[src/rtl/sw_pkg.sv]
package sw_pkg;
  typedef enum logic [1:0] {
    ST_IDLE = 2'd0,
    ST_RUN  = 2'd1,
    ST_HALT = 2'd2
  } sw_state_e;

  // Segment image of one digit, bit0 = a ... bit6 = g, active high.
  function automatic logic [6:0] seg_encode(input logic [3:0] v);
    logic [6:0] s;
    case (v)
      4'h0: s = 7'h3F;
      4'h1: s = 7'h06;
      4'h2: s = 7'h5B;
      4'h3: s = 7'h4F;
      4'h4: s = 7'h66;
      4'h5: s = 7'h6D;
      4'h6: s = 7'h7D;
      4'h7: s = 7'h07;
      4'h8: s = 7'h7F;
      4'h9: s = 7'h6F;
      4'hA: s = 7'h77;
      4'hB: s = 7'h7C;
      4'hC: s = 7'h39;
      4'hD: s = 7'h5E;
      4'hE: s = 7'h79;
      default: s = 7'h71;
    endcase
    return s;
  endfunction
endpackage

[src/rtl/sw_prescaler.sv]
module sw_prescaler #(
  parameter int DIV = 50000
) (
  input  logic clk,
  input  logic rst_n,
  input  logic clr,
  input  logic en,
  output logic tick
);
  localparam int W = (DIV > 1) ? $clog2(DIV) : 1;
  localparam logic [W-1:0] LAST = W'(DIV - 1);

  logic [W-1:0] cnt;

  always_ff @(posedge clk or negedge rst_n) begin
    if (!rst_n)      cnt <= '0;
    else if (clr)    cnt <= '0;
    else if (en) begin
      if (cnt == LAST) cnt <= '0;
      else             cnt <= cnt + 1'b1;
    end
  end

  assign tick = en && (cnt == LAST);

  generate
    if (DIV > 1) begin : g_spacing
      // ticks are at least DIV edges apart, never back to back
      p_tick_spacing_r1: assert property (@(posedge clk) disable iff (!rst_n)
        tick |=> !tick);
    end
  endgenerate
endmodule

[src/rtl/sw_digit.sv]
module sw_digit #(
  parameter int MAXV = 9
) (
  input  logic       clk,
  input  logic       rst_n,
  input  logic       clr,
  input  logic       inc,
  output logic [3:0] q,
  output logic       carry
);
  localparam logic [3:0] TOP = 4'(MAXV);

  logic at_max;
  assign at_max = (q == TOP);
  assign carry  = inc && at_max;

  always_ff @(posedge clk or negedge rst_n) begin
    if (!rst_n)   q <= '0;
    else if (clr) q <= '0;
    else if (inc) q <= at_max ? 4'd0 : q + 4'd1;
  end

  p_digit_range_r2: assert property (@(posedge clk) disable iff (!rst_n)
    q <= TOP);
  p_wrap_zero_r2: assert property (@(posedge clk) disable iff (!rst_n)
    carry |=> (q == 4'd0));
  p_hold_r3: assert property (@(posedge clk) disable iff (!rst_n)
    (!inc && !clr) |=> $stable(q));
endmodule

[src/rtl/sw_ctrl.sv]
module sw_ctrl
  import sw_pkg::*;
(
  input  logic      clk,
  input  logic      rst_n,
  input  logic      start_stop,
  input  logic      clear,
  output sw_state_e state,
  output logic      run
);
  sw_state_e nxt;

  always_comb begin
    nxt = state;
    if (clear) nxt = ST_IDLE;
    else if (start_stop) begin
      case (state)
        ST_RUN:  nxt = ST_HALT;
        default: nxt = ST_RUN;
      endcase
    end
  end

  always_ff @(posedge clk or negedge rst_n) begin
    if (!rst_n) state <= ST_IDLE;
    else        state <= nxt;
  end

  assign run = (state == ST_RUN);

  p_clear_idle_r4: assert property (@(posedge clk) disable iff (!rst_n)
    clear |=> (state == ST_IDLE));
  p_toggle_halt_r3: assert property (@(posedge clk) disable iff (!rst_n)
    (start_stop && !clear && state == ST_RUN) |=> (state == ST_HALT));
  p_legal_state_r3: assert property (@(posedge clk) disable iff (!rst_n)
    state != 2'd3);
endmodule

[src/rtl/sw_scan.sv]
module sw_scan
  import sw_pkg::*;
#(
  parameter int NDIG       = 4,
  parameter int SCAN_DIV   = 50000,
  parameter int BLINK_HALF = 6250000,
  parameter bit BLINK_EN   = 1'b1
) (
  input  logic                 clk,
  input  logic                 rst_n,
  input  logic [NDIG-1:0][3:0] digits,
  input  logic                 warn,
  output logic [6:0]           seg,
  output logic [NDIG-1:0]      dig_en_n
);
  localparam int SW = (NDIG > 1) ? $clog2(NDIG) : 1;
  localparam int CW = (SCAN_DIV > 1) ? $clog2(SCAN_DIV) : 1;
  localparam logic [SW-1:0] SLOT_LAST = SW'(NDIG - 1);
  localparam logic [CW-1:0] SCAN_LAST = CW'(SCAN_DIV - 1);

  logic [SW-1:0] slot;
  logic [CW-1:0] scnt;
  logic          lit;

  always_ff @(posedge clk or negedge rst_n) begin
    if (!rst_n) begin
      scnt <= '0;
      slot <= '0;
    end else if (scnt == SCAN_LAST) begin
      scnt <= '0;
      slot <= (slot == SLOT_LAST) ? '0 : slot + 1'b1;
    end else begin
      scnt <= scnt + 1'b1;
    end
  end

  generate
    if (BLINK_EN) begin : g_blink
      localparam int BW = (BLINK_HALF > 1) ? $clog2(BLINK_HALF) : 1;
      localparam logic [BW-1:0] B_LAST = BW'(BLINK_HALF - 1);
      logic [BW-1:0] bcnt;
      always_ff @(posedge clk or negedge rst_n) begin
        if (!rst_n) begin
          bcnt <= '0;
          lit  <= 1'b1;
        end else if (bcnt == B_LAST) begin
          bcnt <= '0;
          lit  <= ~lit;
        end else begin
          bcnt <= bcnt + 1'b1;
        end
      end
    end else begin : g_steady
      assign lit = 1'b1;
    end
  endgenerate

  always_comb begin
    dig_en_n = '1;
    dig_en_n[slot] = 1'b0;
    seg = (warn && !lit) ? 7'h00 : seg_encode(digits[slot]);
  end

  p_one_digit_r6: assert property (@(posedge clk) disable iff (!rst_n)
    $countones(~dig_en_n) == 1);
  p_slot_step_r6: assert property (@(posedge clk) disable iff (!rst_n)
    (scnt != SCAN_LAST) |=> $stable(dig_en_n));
  p_blank_only_warn_r8: assert property (@(posedge clk) disable iff (!rst_n)
    (seg == 7'h00) |-> warn);
endmodule

[src/rtl/stopwatch_mux.sv]
module stopwatch_mux
  import sw_pkg::*;
#(
  parameter int CLK_KHZ    = 50000,
  parameter int TICK_DIV   = CLK_KHZ,
  parameter int SCAN_DIV   = CLK_KHZ,
  parameter int BLINK_HALF = CLK_KHZ * 125,
  parameter bit HEX_MODE   = 1'b0,
  parameter bit BLINK_EN   = 1'b1,
  parameter int NDIG       = 4
) (
  input  logic            clk,
  input  logic            rst_n,
  input  logic            start_stop,
  input  logic            clear,
  output logic [6:0]      seg,
  output logic [NDIG-1:0] dig_en_n
);
  localparam int         MAXV    = HEX_MODE ? 15 : 9;
  localparam logic [3:0] WARN_AT = 4'd9;

  sw_state_e             state;
  logic                  run;
  logic                  tick;
  logic [NDIG:0]         inc;
  logic [NDIG-1:0][3:0]  digits;
  logic                  warn;

  sw_ctrl u_ctrl (
    .clk(clk), .rst_n(rst_n), .start_stop(start_stop), .clear(clear),
    .state(state), .run(run)
  );

  sw_prescaler #(.DIV(TICK_DIV)) u_ms (
    .clk(clk), .rst_n(rst_n), .clr(clear), .en(run), .tick(tick)
  );

  assign inc[0] = tick;

  generate
    for (genvar i = 0; i < NDIG; i++) begin : g_dig
      sw_digit #(.MAXV(MAXV)) u_d (
        .clk(clk), .rst_n(rst_n), .clr(clear), .inc(inc[i]),
        .q(digits[i]), .carry(inc[i+1])
      );
    end
  endgenerate

  assign warn = (digits[NDIG-1] >= WARN_AT);

  sw_scan #(
    .NDIG(NDIG), .SCAN_DIV(SCAN_DIV), .BLINK_HALF(BLINK_HALF), .BLINK_EN(BLINK_EN)
  ) u_scan (
    .clk(clk), .rst_n(rst_n), .digits(digits), .warn(warn),
    .seg(seg), .dig_en_n(dig_en_n)
  );

  // no digit moves unless the controller was running
  p_count_needs_run_r1: assert property (@(posedge clk) disable iff (!rst_n)
    (!run && !clear) |=> $stable(digits));
  // clear leaves every digit at zero
  p_clear_zero_r4: assert property (@(posedge clk) disable iff (!rst_n)
    clear |=> (digits == '0));
endmodule

[config.mk]
export PLATFORM = sky130hd
export DESIGN_NAME = stopwatch_mux
export DESIGN_NICKNAME = d
export VERILOG_FILES = /design/src/rtl/sw_pkg.sv /design/src/rtl/sw_prescaler.sv /design/src/rtl/sw_digit.sv /design/src/rtl/sw_ctrl.sv /design/src/rtl/sw_scan.sv /design/src/rtl/stopwatch_mux.sv
export SDC_FILE = /design/constraint.sdc
export NUM_CORES = 1
export LEC_CHECK = 0
export ABC_AREA = 1
export BUFFER_PORTS_ARGS = -buffer_cell sky130_fd_sc_hd__buf_4
export CORE_ASPECT_RATIO = 2
export CORE_UTILIZATION = 32
export DETAILED_ROUTE_END_ITERATION = 7
export GPL_TIMING_DRIVEN = 1
export RECOVER_POWER = 100
export SKIP_LAST_GASP = 1
export SLEW_MARGIN = 20
export SYNTH_ARGS = -nofsm -noshare
export SYNTH_HDL_FRONTEND = slang
export SYNTH_SLANG_ARGS = --single-unit
[constraint.sdc]
create_clock -name clk -period 4.1 [get_ports clk]
set_input_delay 0.82 -clock clk [delete_from_list [all_inputs] [get_ports clk]]
set_output_delay 0.82 -clock clk [all_outputs]
set_load 0.02 [all_outputs]
# After elaboration in Yosys (flattened, before gate mapping)

Memory sizes are Yosys's and may differ from the RTL's.
Cells that the tools add are included.

Bits in registers: 76
Bits in read-only memories: 112
Input bits: 4
Output and inout bits: 11
Memories kept: 1

Memories:

| memory           | words | bits a word | read ports | clocked after Yosys merged registers in | wr ports | RTL line     | text |
|---|---|---|---|---|---|---|---|
| (name not given) | 16    | 7           | 1          | 0                                       | 0        | sw_pkg.sv:11 | `case (v)` |

Add/subtract/negate cells: 8
Magnitude comparators: 3
Equality and inequality tests: 9
Mux-type cells: 26
Bitwise operators: 2
Reductions and logical operators: 13

Operators with widths:

| operator                                                                      | count |
|---|---|
| 16-bit two-way mux                                                            | 4 |
| 4-bit two-way mux                                                             | 13 |
| 16-bit by 1-bit adder with 16-bit output (second input constant)              | 2 |
| 16-bit equality test (second input constant)                                  | 2 |
| 23-bit by 1-bit adder with 23-bit output (second input constant)              | 1 |
| 23-bit equality test (second input constant)                                  | 1 |
| 23-bit two-way mux                                                            | 1 |
| 4-bit by 1-bit adder with 4-bit output (second input constant)                | 4 |
| 4-bit equality test (second input constant)                                   | 4 |
| 2-bit nonzero test                                                            | 6 |
| 4-bit binary-select mux with 2-bit select                                     | 1 |
| 2-bit two-way mux                                                             | 4 |
| 7-bit two-way mux                                                             | 1 |
| 1-bit logical AND                                                             | 6 |
| 4-bit >= comparator (second input constant)                                   | 1 |
| 4-bit inverter                                                                | 1 |
| 2-bit by 3-bit less-than comparator with 1-bit output (second input constant) | 1 |
| 2-bit by 1-bit adder with 2-bit output (second input constant)                | 1 |
| 1-bit demux with 2-bit select                                                 | 1 |
| 2-bit by 1-bit equality test with 1-bit output (second input constant)        | 1 |
| 2-bit equality test (second input constant)                                   | 1 |
| 2-bit by 1-bit >= comparator with 1-bit output (second input constant)        | 1 |
| 1-bit zero test                                                               | 1 |
| 1-bit two-way mux                                                             | 1 |
| 1-bit inverter                                                                | 1 |

# Depth between registers and ports, before layout

Gate-level depths: netlist (run 1).

Word-level depth: 7
Depth in mapped cells: 11

# Hierarchy

From an unflattened synthesis (run 1), not the netlist that was laid out.

Cell total of the unflattened synthesis: 743
Area total of the unflattened synthesis: 5,138.7 µm²

By module, submodules not included:

| module        | instances | cells each | area an instance (µm²) | sequential area each (µm²) |
|---|---|---|---|---|
| sw_scan       | 1         | 418        | 2,874.0                | 1,052.3 |
| sw_prescaler  | 1         | 144        | 1,077.3                | 400.4 |
| sw_digit      | 4         | 40         | 265.3                  | 100.1 |
| sw_ctrl       | 1         | 13         | 96.3                   | 50.0 |
| stopwatch_mux | 1         | 8          | 30.0                   | 0.0 |

# Least setup slack after synthesis (run 1)

OpenSTA, ideal clock, no wires.

Path type: register -> output
From: register u_scan.slot[0]
To: output seg[0]
Arrival: 1.768 ns
Data required time: 3.280 ns
Slack: 1.512 ns
Cell stages (with the launch flop): 12
Cell sequence: dfrtp_1 buf_4 a21oi_1 o21ai_0 nand2_1 inv_1 ha_1 inv_1 a21oi_1 o21ai_1 nand2_1 nor2_1

Cells in the longest elaborated chain, start to end: 4

Ends and longest elaborated chain:

| item                                      | RTL line            | text |
|---|---|---|
| from (decl)                               | sw_scan.sv:21       | `logic [SW-1:0] slot;` |
| from (signal assigned)                    | sw_scan.sv:31       | `slot <= (slot == SLOT_LAST) ? '0 : slot + 1'b1;` |
| 4-bit binary-select mux with 2-bit select | sw_scan.sv:61       | `seg = (warn && !lit) ? 7'h00 : seg_encode(digits[slot]);` |
| 4-bit two-way mux (implied by the code)   | sw_scan.sv:61       |  |
| memory 16 x 7 bit                         | -                   |  |
| 7-bit two-way mux                         | sw_scan.sv:61       |  |
| to (decl)                                 | stopwatch_mux.sv:16 | `output logic [6:0] seg,` |

No other way between the ends. The select of a mux whose other input is x is not followed.

# Worst setup path in the final report (run 1)

Ends and elaborated chain as after synthesis.

==> reports/results.txt, run 1 <==
Metal2 WL = 6.211 mm
P_leak = 2.520 nW
HP Class = reg -> reg
Clk sinks = 76
Gate Count Post-Synth = 636
Final Cycle Share = 0.8320
Unique masters post-synth = 35
CP arrival = 2590 ps
Initial Util = 0.3291
Fin. max-slew vios = 62
DRC violations left = 0
Peak VDD IR = 0.1757 mV
Biggest area consumer among synthesized cells = dfrtp_1
Pre-Repair DR Iteration Count = 5
Sequential fraction of the synthesis area = 0.4029
Post-Syn Nets = 659
Critical Path End Type = output pin
Initial DRC Count = 190
Worst-Margin Slew = 1581 ps
Synthesis-stage register bit count = 76
Synthesized area = 0.004723 mm2
PostCTS Resize Cnt = 0
Adder-Cell Fraction of Synth Area = 0.05033
Vias/cell = 4.810
DRT antenna net count = 0
Status = finished with violations
TritonCTS clock tree = done
H-tree levels = 3
Die X = 87.91 um
Gpl congestion = 0.8572
Simple-gate share of the synthesized area = 0.3327
Min Tclk post-route = 3411 ps
Most used flip-flop cell after synthesis = dfrtp_1
Clk_skew = 8.117 ps
Synth Area in Compound Gates = 0.08159
Setup TNS = 0 ps
WL met3 = 198 um
Diode count = 0
Initial antenna violation count = 0
Clock buffer depth = 2
Grt ovf = 0
Maximum capacitance violations = 1
Height of the die = 173.8 um
Warnings from Yosys = 0
Worst Hold Slack = 467.4 ps
# IOs = 15
Clk slew on worst S/H paths = 60 ps
Failing checks = capacitance limit, slew limit
Area Overhead vs Synth = 12.34%
Vias in the first global route = 4143
Top cells by area, synth = dfrtp_1 (40%), nand2_1 (12%), inv_1 (6.8%)
Synthesized area per cell = 7.427 um2
RSZ-0062 raised after global routing = false
Synth top cells by count = nand2_1 (147), inv_1 (85), nor2_1 (81)
Top-count cell post-synth = nand2_1
Setup bufs post-CTS = 0
PD cells = 364.4 mW/mm2
Post-synth EDFFs = 0
Placed cell area = 0.005035 mm2
IO buf count = 14
Std cell rows = 62
Uppermost layer routed = met4
# fillers = 1551
Final setup viols = 0
Tot GR Track Use = 0.1586
Hold_buf cts = 0
DP Wirelength = 8.494 mm
CTS Buf Count = 9
Drt wl/cell = 12.96 um
Layout cells sized above 1 = 0.06647
Slew HR = -0.05399
Total wire length = 11.07 mm
Fmax = 293.2 MHz
Die ar. = 0.01528 mm2
Core Area = 0.01435 mm2
Worst-skew pair later-pin latency = 340 ps
Worst-path fanout max = 14
Fin nets = 680
Clk root buf = clkbuf_16
Largest family of logic cells by synthesized area = simple AND/OR/NAND/NOR gates
Worst Setup Start Kind = flip-flop
Largest net degree at the start of global routing = 62
Type of the worst setup path = reg -> out
WP data required = 3280 ps
First-pass GRT wire length = 18.79 mm
Final hold vios = 0
Via count = 4108
M1 wire length = 4.224 mm
Post-synthesis mux area share = 0
Async SR Flop Fraction = 1.000
Post-synth top area share = 0.3974
Xor and xnor area share after synthesis = 0.04821
Finished Cell Area = 0.005306 mm2
==> state kept, by name (all words and copies together) (netlist names) <==
signal and flops:
g_dig.u_d.q 16, u_ctrl.state 2, u_ms.cnt 16, u_scan.g_blink.bcnt 23, u_scan.lit 1, u_scan.scnt 16, u_scan.slot 2
==> cell type report <==
| type | count | area (um2) | share of cell area |
|---|---|---|---|
| multi-input combinational | 460 | 2391 | 0.4506 |
| sequential | 76 | 1903 | 0.3586 |
| inverter | 95 | 356.6 | 0.06720 |
| tap | 192 | 240.2 | 0.04527 |
| clock buffer | 10 | 239.0 | 0.04504 |
| clock inverter | 6 | 111.4 | 0.02099 |
| timing repair buffer | 15 | 65.06 | 0.01226 |
==> cells by family after synthesis <==
kind of cell    after synthesis
fa+ha+maj                    19
flops                        76
compound gates               71
buf+inv                     100
xor+xnor                     26
simple gates                344
==> through the flow <==
stage	setup WS, ps	utilization	std cells	total power, W
floorplan	1512	-	636	0.0009562
global placement	1198	0.3508	838	0.001042
detailed placement	1185	0.3508	838	0.001043
CTS	813.4	0.3752	854	0.001981
global route	418.1	0.3697	854	0.002035
finish	689.0	0.3697	854	0.001934
==> metal layers <==
layer,up-vias,GRT usage
li1,2088,-
met1,1935,0.1572
met2,56,0.3023
met3,29,0.02286
met4,0,0.08333
met5,-,0
==> path summary, 6_finish.rpt <==
| path | cells past startpoint | endpoint | start | slack, ps |
|---|---|---|---|---|
| worst max-delay path | 12 | seg[0] | u_scan.slot[0] | 690 |
| worst min-delay path | 2 | u_scan.lit | u_scan.lit | 470 |
| worst max register to register | 6 | u_scan.g_blink.bcnt[19] | u_scan.g_blink.bcnt[0] | 2200 |
| worst min register to register | 2 | u_scan.lit | u_scan.lit | 470 |
| max in group asynchronous | 2 | g_dig[3].u_d.q[2] | rst_n | 1710 |
| min in group asynchronous | 1 | u_scan.g_blink.bcnt[3] | rst_n | 870 |
==> critical path: stages (launching register included) <==
cell and delay, ps:
dfrtp_1 570, inv_1 250, nand2_1 110, o211ai_1 80, nand2_1 190, inv_1 100
ha_1 200, inv_1 120, a21oi_1 100, o21ai_1 100, nand2_1 60, nor2_1 120
clkbuf_1 250
==> where the power goes <==
part	total (W)	switching, W	internal (W)
registers	0.000818	0.0000404	0.000777
clock network	0.000926	0.000315	0.000611
logic	0.000189	0.000133	0.0000563
==> layout by cell type (no fill, tap or decap), types with 2 or more instances in the layout <==
cell and instances:
dfrtp_1 75, clkbuf_1 12, buf_4 2, a31oi_1 2
clkbuf_16 9, or2_1 2, inv_2 3, nand2_1 151
or2_2 2, clkinv_1 2, o21ai_1 3, inv_1 90
o22ai_1 5, ha_1 19, o21ai_0 36, o211ai_1 2
bufinv_16 3, nand3_1 41, nand4_1 22, nor2_1 83
nand3_2 3, o31ai_1 2, xnor2_1 3, o21bai_1 2
nor2_2 5, nor2_4 4, xor2_1 23, nor4_1 6
nand2_2 4, nor3_1 18, a21oi_1 17
No activity file was read; power rests on OpenSTA's default activity.
==> run 2: changes to the inputs <==
clock period = 3.5 ns   (was 4.1 ns; I/O delays follow)
==> reports/results.txt, run 2 (same netlist as run 1, synthesis figures left out) <==
Status = finished, final reports clean
Via count = 4077
DRT antenna net count = 0
HP Class = reg -> reg
RSZ-0062 raised after global routing = false
Type of the worst setup path = reg -> out
Worst-path fanout max = 14
Switching share of power = 0.2540
Hold_buf cts = 0
Fmax = 315.2 MHz
Maximum capacitance violations = 0
Final core occ = 0.3694
First-pass GRT wire length = 18.92 mm
Clk_skew = 10.65 ps
Setup TNS = 0 ps
Switching power = 0.0005705 W
Final hold vios = 0
Largest net degree at the start of global routing = 54
Min Tclk post-route = 3172 ps
Slowest cell delay on critical path = 570 ps
Buf/Inv on CP = 4
Clk slew on worst S/H paths = 60 ps
Die X = 87.91 um
Uppermost layer routed = met4
Clock power share = 0.472
Worst path most repeated cell = nand2_1
Pint = 0.001676 W
DP Wirelength = 8.530 mm
Clk sinks = 76
Vias in the first global route = 4181
Worst-skew pair later-pin latency = 340 ps
Clk root buf = clkbuf_16
Finished Cell Area = 0.005301 mm2
Vias/cell = 4.768
Initial DRC Count = 210
P_leak = 2.516 nW
Layout cells sized above 1 = 0.06787
Initial Util = 0.3291
Worst Hold Slack = 463.5 ps
Final Cycle Share = 0.9064
Initial antenna violation count = 0
Fin. max-slew vios = 0
Setup bufs post-CTS = 0
Most common cell after layout, fill and taps aside = nand2_1
H-tree levels = 3
WL met3 = 224 um
Critical Path End Type = output pin
Largest Register = u_scan.g_blink.bcnt
TritonCTS clock tree = done
Family with the most delay on the worst path = buffers and inverters
Comb pwr share = 0.101
Max reg flops = 23
Fin nets = 681
Total wire length = 11.13 mm
CP arrival = 2470 ps
CP max-delay cell = dfrtp_1
Worst Setup Start Kind = flip-flop
Most frequent cells in the layout = nand2_1 (151), inv_1 (89), nor2_1 (82), dfrtp_1 (75), nand3_1 (41)
Pre-Repair DR Iteration Count = 5
IO buf count = 14
Part of the power in registers = 0.428
Placed cell area = 0.005042 mm2
Grt ovf = 0
M1 wire length = 4.282 mm
Diode count = 0
Worst-Margin Slew = 1372 ps
Post-Place Cells = 839
Crit-path cells = inv_2 > nand2_1 > o211ai_1 > nand2_1 > inv_1 > ha_1 > inv_1 > a21oi_1 > nand2_1 > nand2_1 > nor2_1 > clkbuf_1
Metal2 WL = 6.192 mm
DRC violations left = 0
Clock buffer depth = 2
PostCTS Resize Cnt = 0
Tot GR Track Use = 0.1586
Height of the die = 173.8 um
Core Area = 0.01435 mm2
Non-filler cells, final = 855
Drt wl/cell = 13.01 um
Slew HR = 0.08526
Area Overhead vs Synth = 12.24%
Final setup viols = 0
Gpl congestion = 0.8543
Std cell rows = 62
PD cells = 423.7 mW/mm2
Die ar. = 0.01528 mm2
CTS Buf Count = 9
Peak VDD IR = 0.2244 mV
WP data required = 2800 ps
# IOs = 15
## run 2: layout make-up
class,instances,area (um2)
fillers,1545,9050
clock inverters,5,102.6
flip-flops and latches,76,1903
repair buffers,16,72.57
clock buffers,11,232.7
inverters,95,356.6
well taps,192,240.2
multi-input cells,460,2394
## run 2: power groups by stage
| stage | clock, W | combinational [W] | sequential, W |
|---|---|---|---|
| after global routing | 0.00112 | 0.000264 | 0.000964 |
| after detailed placement | 0 | 0.000249 | 0.000974 |
| after floorplan | 0 | 0.000162 | 0.000958 |
| after CTS | 0.00109 | 0.000250 | 0.000958 |
| final | 0.00106 | 0.000226 | 0.000960 |
| after global placement | 0 | 0.000248 | 0.000975 |
## run 2: worst reg2reg max path: cells and delay by family (launching register included)
| kind | cells | cell delay [ps] |
|---|---|---|
| AO/OA/AOI/OAI | 1 | 90 |
| buffers and inverters | 1 | 250 |
| adder cells (fa/ha/maj) | 1 | 230 |
| AND/OR/NAND/NOR | 5 | 810 |
| flip-flops | 1 | 390 |
## run 2: per-stage QoR
| stage | worst slack (ps) | power (W) |
|---|---|---|
| 6_report | 327.5 | 0.002246 |
| 3_5_place_dp | 663.0 | 0.001223 |
| 3_3_place_gp | 715.4 | 0.001222 |
| 5_1_grt | 92.10 | 0.002346 |
| 4_1_cts | 302.1 | 0.002300 |
| 2_1_floorplan | 1032 | 0.001120 |
## run 2: final timing paths
kind                                start                      to  slack [ps]  cells past startpoint
max                        u_scan.slot[0]                  seg[3]         330                     12
min reg2reg                    u_scan.lit              u_scan.lit         460                      2
min in group asynchronous           rst_n  u_scan.g_blink.bcnt[2]         660                      1
max reg2reg                   u_ms.cnt[0]            u_ms.cnt[15]        1580                      8
max in group asynchronous           rst_n       g_dig[3].u_d.q[1]        1500                      2
min                            u_scan.lit              u_scan.lit         460                      2
## run 2: layer usage
metal / global-route usage / up-vias
met2: 0.3023 / 45
li1: - / 2093
met3: 0.02381 / 28
met1: 0.1588 / 1911
met4: 0.07855 / 0
met5: 0 / -
